==> config.mk <==
export PLATFORM = sky130hd
export DESIGN_NAME = prefetchQueue
export DESIGN_NICKNAME = d
export VERILOG_FILES = /design/src/rtl/pfqPkg.sv /design/src/rtl/pfqData.sv /design/src/rtl/pfqCtrl.sv /design/src/rtl/prefetchQueue.sv
export SDC_FILE = /design/constraint.sdc
export NUM_CORES = 1
export LEC_CHECK = 0
export ABC_AREA = 0
export CORE_MARGIN = 2
export CORE_UTILIZATION = 32
export DETAILED_ROUTE_END_ITERATION = 10
export PLACE_DENSITY = 0.5
export SYNTH_ARGS = -nofsm -noshare
export SYNTH_HDL_FRONTEND = slang
export SYNTH_SLANG_ARGS = --single-unit
==> constraint.sdc <==
create_clock -name clk -period 2.4 [get_ports clk]
set_input_delay 0.48 -clock clk [delete_from_list [all_inputs] [get_ports clk]]
set_output_delay 0.48 -clock clk [all_outputs]
set_load 0.05 [all_outputs]
==> src/rtl/pfqPkg.sv <==
`timescale 1ns/1ps
package pfqPkg;
  // strobes from control to datapath, one cycle worth
  typedef struct packed {
    logic flush;    // drop all bytes, reset pointers
    logic pushTwo;  // append low then high byte of fetch word
    logic pushHi;   // append only high byte (odd target)
    logic pop;      // remove head byte
  } pfqStrobeT;

  typedef enum logic [1:0] {
    QS_IDLE  = 2'b00,
    QS_FIRST = 2'b01,
    QS_FLUSH = 2'b10,
    QS_NEXT  = 2'b11
  } qStatT;
endpackage

==> src/rtl/pfqData.sv <==
`timescale 1ns/1ps
module pfqData
  import pfqPkg::*;
#(
  parameter int DEPTH = 6
) (
  input  logic      clk,
  input  logic      rstN,
  input  pfqStrobeT strb,
  input  logic [15:0] fetchData,
  output logic [7:0]  byteOut
);
  localparam int PTR_W = (DEPTH > 1) ? $clog2(DEPTH) : 1;

  logic [PTR_W-1:0] rdPtr, wrPtr, wrPtrNext1;
  logic [7:0] slot [DEPTH];

  function automatic logic [PTR_W-1:0] ptrAdd(input logic [PTR_W-1:0] p, input int unsigned n);
    int unsigned s;
    s = int'(p) + n;
    if (s >= DEPTH) s = s - DEPTH;
    return PTR_W'(s);
  endfunction

  assign wrPtrNext1 = ptrAdd(wrPtr, 1);

  always_ff @(posedge clk or negedge rstN) begin
    if (!rstN) begin
      rdPtr <= '0;
      wrPtr <= '0;
    end else if (strb.flush) begin
      rdPtr <= '0;
      wrPtr <= '0;
    end else begin
      if (strb.pop) rdPtr <= ptrAdd(rdPtr, 1);
      if (strb.pushTwo) wrPtr <= ptrAdd(wrPtr, 2);
      else if (strb.pushHi) wrPtr <= wrPtrNext1;
    end
  end

  // per-slot write decode
  for (genvar i = 0; i < DEPTH; i++) begin : gSlot
    logic wrLo, wrHi;
    assign wrLo = strb.pushTwo && (wrPtr == PTR_W'(i));
    assign wrHi = (strb.pushTwo && (wrPtrNext1 == PTR_W'(i))) ||
                  (strb.pushHi  && (wrPtr == PTR_W'(i)));
    always_ff @(posedge clk or negedge rstN) begin
      if (!rstN)     slot[i] <= '0;
      else if (wrLo) slot[i] <= fetchData[7:0];
      else if (wrHi) slot[i] <= fetchData[15:8];
    end
  end

  assign byteOut = slot[rdPtr];


  no_write_on_flush_chk: assert property (@(posedge clk) disable iff (!rstN)
    strb.flush |-> !(strb.pushTwo || strb.pushHi));

  push_kind_chk: assert property (@(posedge clk) disable iff (!rstN)
    $onehot0({strb.pushTwo, strb.pushHi}));

  flush_ptr_chk: assert property (@(posedge clk) disable iff (!rstN)
    strb.flush |=> (rdPtr == wrPtr));
endmodule

==> src/rtl/pfqCtrl.sv <==
`timescale 1ns/1ps
module pfqCtrl
  import pfqPkg::*;
#(
  parameter int DEPTH = 6,
  parameter int ADDR_W = 16,
  parameter logic [ADDR_W-1:0] RESET_ADDR = '0
) (
  input  logic              clk,
  input  logic              rstN,
  input  logic              dataBusy,
  input  logic              fetchAck,
  input  logic              popReq,
  input  logic              popFirst,
  input  logic              flushReq,
  input  logic [ADDR_W-1:0] flushTarget,
  output logic              fetchReq,
  output logic [ADDR_W-1:0] fetchAddr,
  output logic              byteValid,
  output logic [1:0]        qStatus,
  output pfqStrobeT         strb
);
  localparam int CNT_W = $clog2(DEPTH + 1);
  localparam logic [CNT_W-1:0] ROOM_LIMIT = CNT_W'(DEPTH - 2);

  logic [CNT_W-1:0]  cnt, cntNext;
  logic [ADDR_W-1:0] pc;
  logic              skipLo;
  qStatT             statQ, statNext;
  logic              done;

  assign fetchAddr = {pc[ADDR_W-1:1], 1'b0};
  assign byteValid = (cnt != '0);
  assign fetchReq  = (cnt <= ROOM_LIMIT) && !dataBusy && !flushReq;
  assign done      = fetchReq && fetchAck;

  always_comb begin
    strb.flush   = flushReq;
    strb.pop     = popReq && byteValid && !flushReq;
    strb.pushTwo = done && !skipLo;
    strb.pushHi  = done && skipLo;
  end

  always_comb begin
    cntNext = cnt;
    if (strb.flush) cntNext = '0;
    else begin
      if (strb.pop)          cntNext = cntNext - CNT_W'(1);
      if (strb.pushTwo)      cntNext = cntNext + CNT_W'(2);
      else if (strb.pushHi)  cntNext = cntNext + CNT_W'(1);
    end
  end

  always_comb begin
    if (flushReq)      statNext = QS_FLUSH;
    else if (strb.pop) statNext = popFirst ? QS_FIRST : QS_NEXT;
    else               statNext = QS_IDLE;
  end

  always_ff @(posedge clk or negedge rstN) begin
    if (!rstN) begin
      cnt    <= '0;
      pc     <= RESET_ADDR;
      skipLo <= RESET_ADDR[0];
      statQ  <= QS_IDLE;
    end else begin
      cnt   <= cntNext;
      statQ <= statNext;
      if (flushReq) begin
        pc     <= flushTarget;
        skipLo <= flushTarget[0];
      end else if (done) begin
        pc     <= fetchAddr + ADDR_W'(2);
        skipLo <= 1'b0;
      end
    end
  end

  assign qStatus = statQ;


  cnt_bound_chk: assert property (@(posedge clk) disable iff (!rstN)
    cnt <= CNT_W'(DEPTH));

  pause_on_data_chk: assert property (@(posedge clk) disable iff (!rstN)
    dataBusy |-> !fetchReq);

  flush_empty_chk: assert property (@(posedge clk) disable iff (!rstN)
    flushReq |=> !byteValid);

  flush_status_chk: assert property (@(posedge clk) disable iff (!rstN)
    flushReq |=> (qStatus == 2'b10));

  addr_step_chk: assert property (@(posedge clk) disable iff (!rstN)
    (fetchReq && fetchAck) |=> (fetchAddr == $past(fetchAddr) + ADDR_W'(2)));

  empty_pop_chk: assert property (@(posedge clk) disable iff (!rstN)
    (popReq && !byteValid && !flushReq) |=> (qStatus == 2'b00));
endmodule

==> src/rtl/prefetchQueue.sv <==
`timescale 1ns/1ps
module prefetchQueue
  import pfqPkg::*;
#(
  parameter int DEPTH = 6,
  parameter int ADDR_W = 16,
  parameter logic [ADDR_W-1:0] RESET_ADDR = '0
) (
  input  logic              clk,
  input  logic              rstN,
  output logic              fetchReq,
  output logic [ADDR_W-1:0] fetchAddr,
  input  logic              fetchAck,
  input  logic [15:0]       fetchData,
  input  logic              dataBusy,
  output logic              byteValid,
  output logic [7:0]        byteOut,
  input  logic              popReq,
  input  logic              popFirst,
  input  logic              flushReq,
  input  logic [ADDR_W-1:0] flushTarget,
  output logic [1:0]        qStatus
);
  pfqStrobeT strb;

  pfqCtrl #(.DEPTH(DEPTH), .ADDR_W(ADDR_W), .RESET_ADDR(RESET_ADDR)) uCtrl (
    .clk(clk), .rstN(rstN), .dataBusy(dataBusy), .fetchAck(fetchAck),
    .popReq(popReq), .popFirst(popFirst), .flushReq(flushReq),
    .flushTarget(flushTarget), .fetchReq(fetchReq), .fetchAddr(fetchAddr),
    .byteValid(byteValid), .qStatus(qStatus), .strb(strb)
  );

  pfqData #(.DEPTH(DEPTH)) uData (
    .clk(clk), .rstN(rstN), .strb(strb), .fetchData(fetchData), .byteOut(byteOut)
  );
endmodule

Yosys cells after proc, flatten, opt, wreduce, memory -nomap -nowiden
Index checks and enable logic that the tools add are counted.
{ "op_classes": {"n_reduce_logical": 46, "order_cmp": 5, "bitwise": 1, "add_sub_neg": 10, "eq_ne": 10, "muxes": 35} }
{ "ops": {"columns": ["cell", "n"], "rows": [
  ["8-bit 2-to-1 mux", 14],
  ["3-bit 2-to-1 mux", 13],
  ["16-bit 2-to-1 mux", 2],
  ["1-bit logical AND", 25],
  ["8-bit binary-select mux with 3-bit select", 1],
  ["16-bit by 2-bit adder with 16-bit output (second input constant)", 1],
  ["2-bit nonzero test", 8],
  ["3-bit by 2-bit equality test with 1-bit output (second input constant)", 4],
  ["3-bit equality test (second input constant)", 4],
  ["4-bit by 3-bit greater-or-equal comparator with 1-bit output (second input constant)", 3],
  ["3-bit subtractor (second input constant)", 3],
  ["3-bit by 1-bit adder with 4-bit output (second input constant)", 2],
  ["3-bit by 1-bit equality test with 1-bit output (second input constant)", 2],
  ["3-bit zero test", 2],
  ["1-bit logical OR", 6],
  ["2-bit 2-to-1 mux", 3],
  ["3-bit nonzero test", 2],
  ["3-bit by 2-bit adder with 4-bit output (second input constant)", 1],
  ["4-bit greater-or-equal comparator (second input constant)", 1],
  ["3-bit NOT with 4-bit output", 1],
  ["3-bit by 1-bit adder with 3-bit output (second input constant)", 1],
  ["3-bit by 2-bit adder with 3-bit output (second input constant)", 1],
  ["3-bit <= comparator (second input constant)", 1],
  ["1-bit zero test", 3],
  ["other kinds (2)", 3]
]} }
{ "word_totals": {"in_bits": 39, "ff_bits": 76} }

Logic depth before layout (Yosys ltp)
{ "depth": {"ltp_word": 9, "mapped_depth": 11, "ltp_nobuf": 10} }

Modules after synthesis
A second synthesis with hierarchy kept.
{ "hier_totals": {"hier_cells": 463, "hier_area_um2": 4693.3} }
{ "modules_own_cells": {"columns": ["mod", "area_per_inst_um2", "n_inst", "seq_area_each_um2", "cells_per_inst"], "rows": [
  ["pfqData", 3314.4, 1, 1351.3, 313],
  ["pfqCtrl", 1378.8, 1, 525.5, 150]
]} }

Worst setup path before layout
OpenSTA, ideal clock, no wires.
{ "synth_path": {"path_kind": "reg-to-output", "startpoint": "register uData.rdPtr[0]", "endpoint": "output byteOut[6]", "t_arrival_ns": 2.316, "setup_slack_ns": -0.396, "path_stages_with_launch": 5, "path_cell_list": "dfrtp_1 > buf_2 > buf_1 > mux2i_1 > o21ai_0"} }
{ "synth_via": {"elab_chain_cells": 4} }
{ "synth_lines": {"columns": ["item", "line_no", "rtl"], "rows": [
  ["start, declared", "pfqData.sv:15", "logic [PTR_W-1:0] rdPtr, wrPtr, wrPtrNext1;"],
  ["start signal, assigned", "pfqData.sv:35", "if (strb.pop) rdPtr <= ptrAdd(rdPtr, 1);"],
  ["3-bit NOT with 4-bit output (implied by the code)", "pfqData.sv:54", "assign byteOut = slot[rdPtr];"],
  ["8-bit binary-select mux with 3-bit select", "pfqData.sv:54", null],
  ["8-bit 2-to-1 mux (implied by the code) (2 in series)", "pfqData.sv:54", null],
  ["end, declared", "prefetchQueue.sv:17", "output logic [7:0] byteOut,"]
]} }
No other way between the ends. The select of a mux whose other input is x is not followed.

Worst setup path after layout
{ "layout_path": {"startpoint": "register uData.rdPtr[0]", "endpoint": "output byteOut[1]"} }
The elaborated chain is that of the path after synthesis.

==> impl_metrics.toml <==
[status]
outcome = "completed"

[floorplan]
die_area_um2 = 15800
num_io_pins = 67
initial_core_util = 0.327
rows = 44
core_um2 = 14500
die_w_um = 126
die_y_um = 126

[final_layout]
utilization = 0.436
layout.nets = 598
fin_cells = 732
antenna_cells = 0
syn2layout_area_growth_pct = 33.5
drive_gt1_frac = 0.347

[run]
maxCapViolations = 0

[clock_network]
numClockSinks = 75
clk_latency_ps = 340
cts.repair.resized = 0
cts_buffer_depth = 2
tritoncts = "done"
cts_root_buf = "clkbuf_16"
numCtsBuffers = 9
post_cts_buffers = 0
htree_levels = 3
holdBufCountCts = 0
clk_pin_slew_ps = 60

[min_path]
hold_class = "in -> async"

[synthesis]
syn_inst = 432
synth_edf_count = 0
synth_area_leaders = "dfrtp_1, mux2_2, mux2i_1, ha_1, mux4_2"
synth_mux_area_frac = 0.280
synth_area_leader_cell = "dfrtp_1"
synthArstFlopShare = 1.00
ys_ff_latch = 75
syn_nets = 486
synth_top_family_by_area = "multiplexers"
yosysSeqAreaShare = 0.395
yosys_warnings = 0
netlist.area_leader.share = 0.395
syn_avg_cell_area_um2 = 11.0
synth-compound-area-share = 0.109
synth-xor-area-share = 0.0121
synthSimpleGateAreaFrac = 0.133
synthAdderAreaFrac = 0.0395
ys_types = 55
synth_area_um2 = 4750
ys.flop_type = "dfrtp_1"

[place]
hpwl_um = 9550
port_buffers = 65
place_ws_ps = -211
dp_cells = 717
place_congestion = 0.807

[sta]
finalCritPeriodShare = 0.962
finalSetupViolCount = 0
fin_crit_ps = 2310
grt_setup_unrepaired = "false"
skew_ps = 5.50
relSlewSlack = 0.559
fin_ws_ps = 90.0
fmax_mhz = 433
tightest_slew_ps = 661
slew_viol_final = 0
fin_hold_ws_ps = 155
hold_viol_final = 0

[global_route]
grt_pass1_vias = 3981
grt_pass1_wl_um = 21600
grt_overflow_total = 0
grtUsageTotal = 0.174
antenna_found_initial = 0
grt_max_degree = 49

[critical_path]
reg2reg_slack_ps = 130
cp-start-kind = "register"
cp.arrival_ps = 1830
cp_max_fo = 12
end_kind = "output pin"
rr_worst_depth = 7
crit_type = "reg -> out"
rr_startpoint = "uData.wrPtr[1]"
required_ps = 1920
rr_endpoint = "uData.slot[43]"

[route]
viasPerCell = 5.20
first_pass_iters = 4
drcViolationCount = 0
drt_iter0_drc = 231
ant_nets = 0
wl_per_cell_um = 18.1
via_count = 3806
routed_wl_um = 13200

[pwr]
leakagePower_nw = 2.76
vdd_drop_max_uv = 376
p_per_area_nw_per_um2 = 890
==> registers in the layout, indices dropped and copies added (netlist names) <==
register,count
uData.rdPtr,3
uCtrl.cnt,3
uData.slot,48
uCtrl.qStatus,2
uCtrl.skipLo,1
uCtrl.pc,15
uData.wrPtr,3
==> stage by stage <==
stage	power [mW]	area (um2)	setup TNS, ps
final	5.64	6340	0
after global placement	4.25	6020	-5200
after global routing	5.96	6340	0
after floorplan	3.51	4790	-20.6
after detailed placement	4.29	6020	-5760
after CTS	5.69	6310	0
==> where the power goes <==
group,switching (mW),total [mW],internal (mW)
clock,0.541,1.37,0.828
combinational,1.31,2.40,1.09
sequential,0.241,1.87,1.63
total,2.09,5.64,3.55
==> critical path, cell delays in order, from the launching register on <==
cell and delay (ps):
dfrtp_2 430, buf_12 180, mux4_2 510, nand2_1 100
o21ai_2 80, buf_4 190
==> cell families after synthesis <==
family / after synthesis
buffers and inverters: 34
DFF: 75
and+or+nand+nor: 119
muxes: 109
AOI/OAI and AO/OA: 74
xor gates and xnor gates: 5
adders and majority gates: 15
other: 1
==> area by class of cell <==
| cell class | count | area (um2) |
|---|---|---|
| fillers | 1439 | 8200 |
| multi-input cells | 323 | 2780 |
| flip-flops and latches | 75 | 1880 |
| repair buffers | 122 | 1100 |
| clock buffers | 11 | 243 |
| well taps | 184 | 230 |
| clock inverters | 4 | 51.3 |
| inverters | 13 | 48.8 |
==> how the worst max path moves through the flow <==
stage | end | slack (ps) | from | cells after the start
global route | byteOut[1] | 6 | uData.rdPtr[0] | 5
finish | byteOut[1] | 90 | uData.rdPtr[0] | 5
floorplan | byteOut[6] | -20 | uData.rdPtr[0] | 4
detailed placement | uData.slot[13] | -210 | dataBusy | 6
global placement | uData.slot[15] | -210 | dataBusy | 6
CTS | byteOut[3] | 8 | uData.rdPtr[0] | 5
==> Yosys cell counts, types with 9 or more instances <==
master,instances
mux2_2,73
mux2_4,9
nand4_1,13
nand3_1,9
mux2i_1,19
clkbuf_1,12
nand2b_1,10
inv_1,12
dfrtp_1,75
ha_1,15
o21ai_0,23
nand2_1,40
==> per-layer routing <==
| metal | vias to the layer above | GRT usage | share of wire |
|---|---|---|---|
| met5 | - | 0 | 0 |
| met4 | 0 | 0.0401 | 0.0096 |
| met3 | 7 | 0.0391 | 0.027 |
| met2 | 51 | 0.277 | 0.48 |
| met1 | 1905 | 0.242 | 0.48 |
| li1 | 1843 | - | - |
==> layout by cell type, fill, tap and decap left out, types with 4 or more instances in the layout <==
master / synthesis / final
buf_12: 0 / 4
o21ai_2: 0 / 7
clkdlybuf4s50_1: 0 / 54
nor2_1: 8 / 8
o21ai_0: 23 / 15
mux2_4: 9 / 9
mux4_2: 8 / 8
nand3_1: 9 / 9
a21oi_1: 8 / 8
mux2i_1: 19 / 19
buf_4: 1 / 64
nand4_1: 13 / 13
clkbuf_16: 0 / 9
inv_1: 12 / 12
a21o_1: 4 / 4
nor2b_1: 7 / 7
ha_1: 15 / 14
nand2b_1: 10 / 9
nand2_1: 40 / 40
dfrtp_1: 75 / 73
o211ai_1: 5 / 5
o311ai_0: 7 / 7
a221o_1: 8 / 8
nor3_1: 7 / 6
mux2_2: 73 / 73
(Power assumes the default switching activity.)
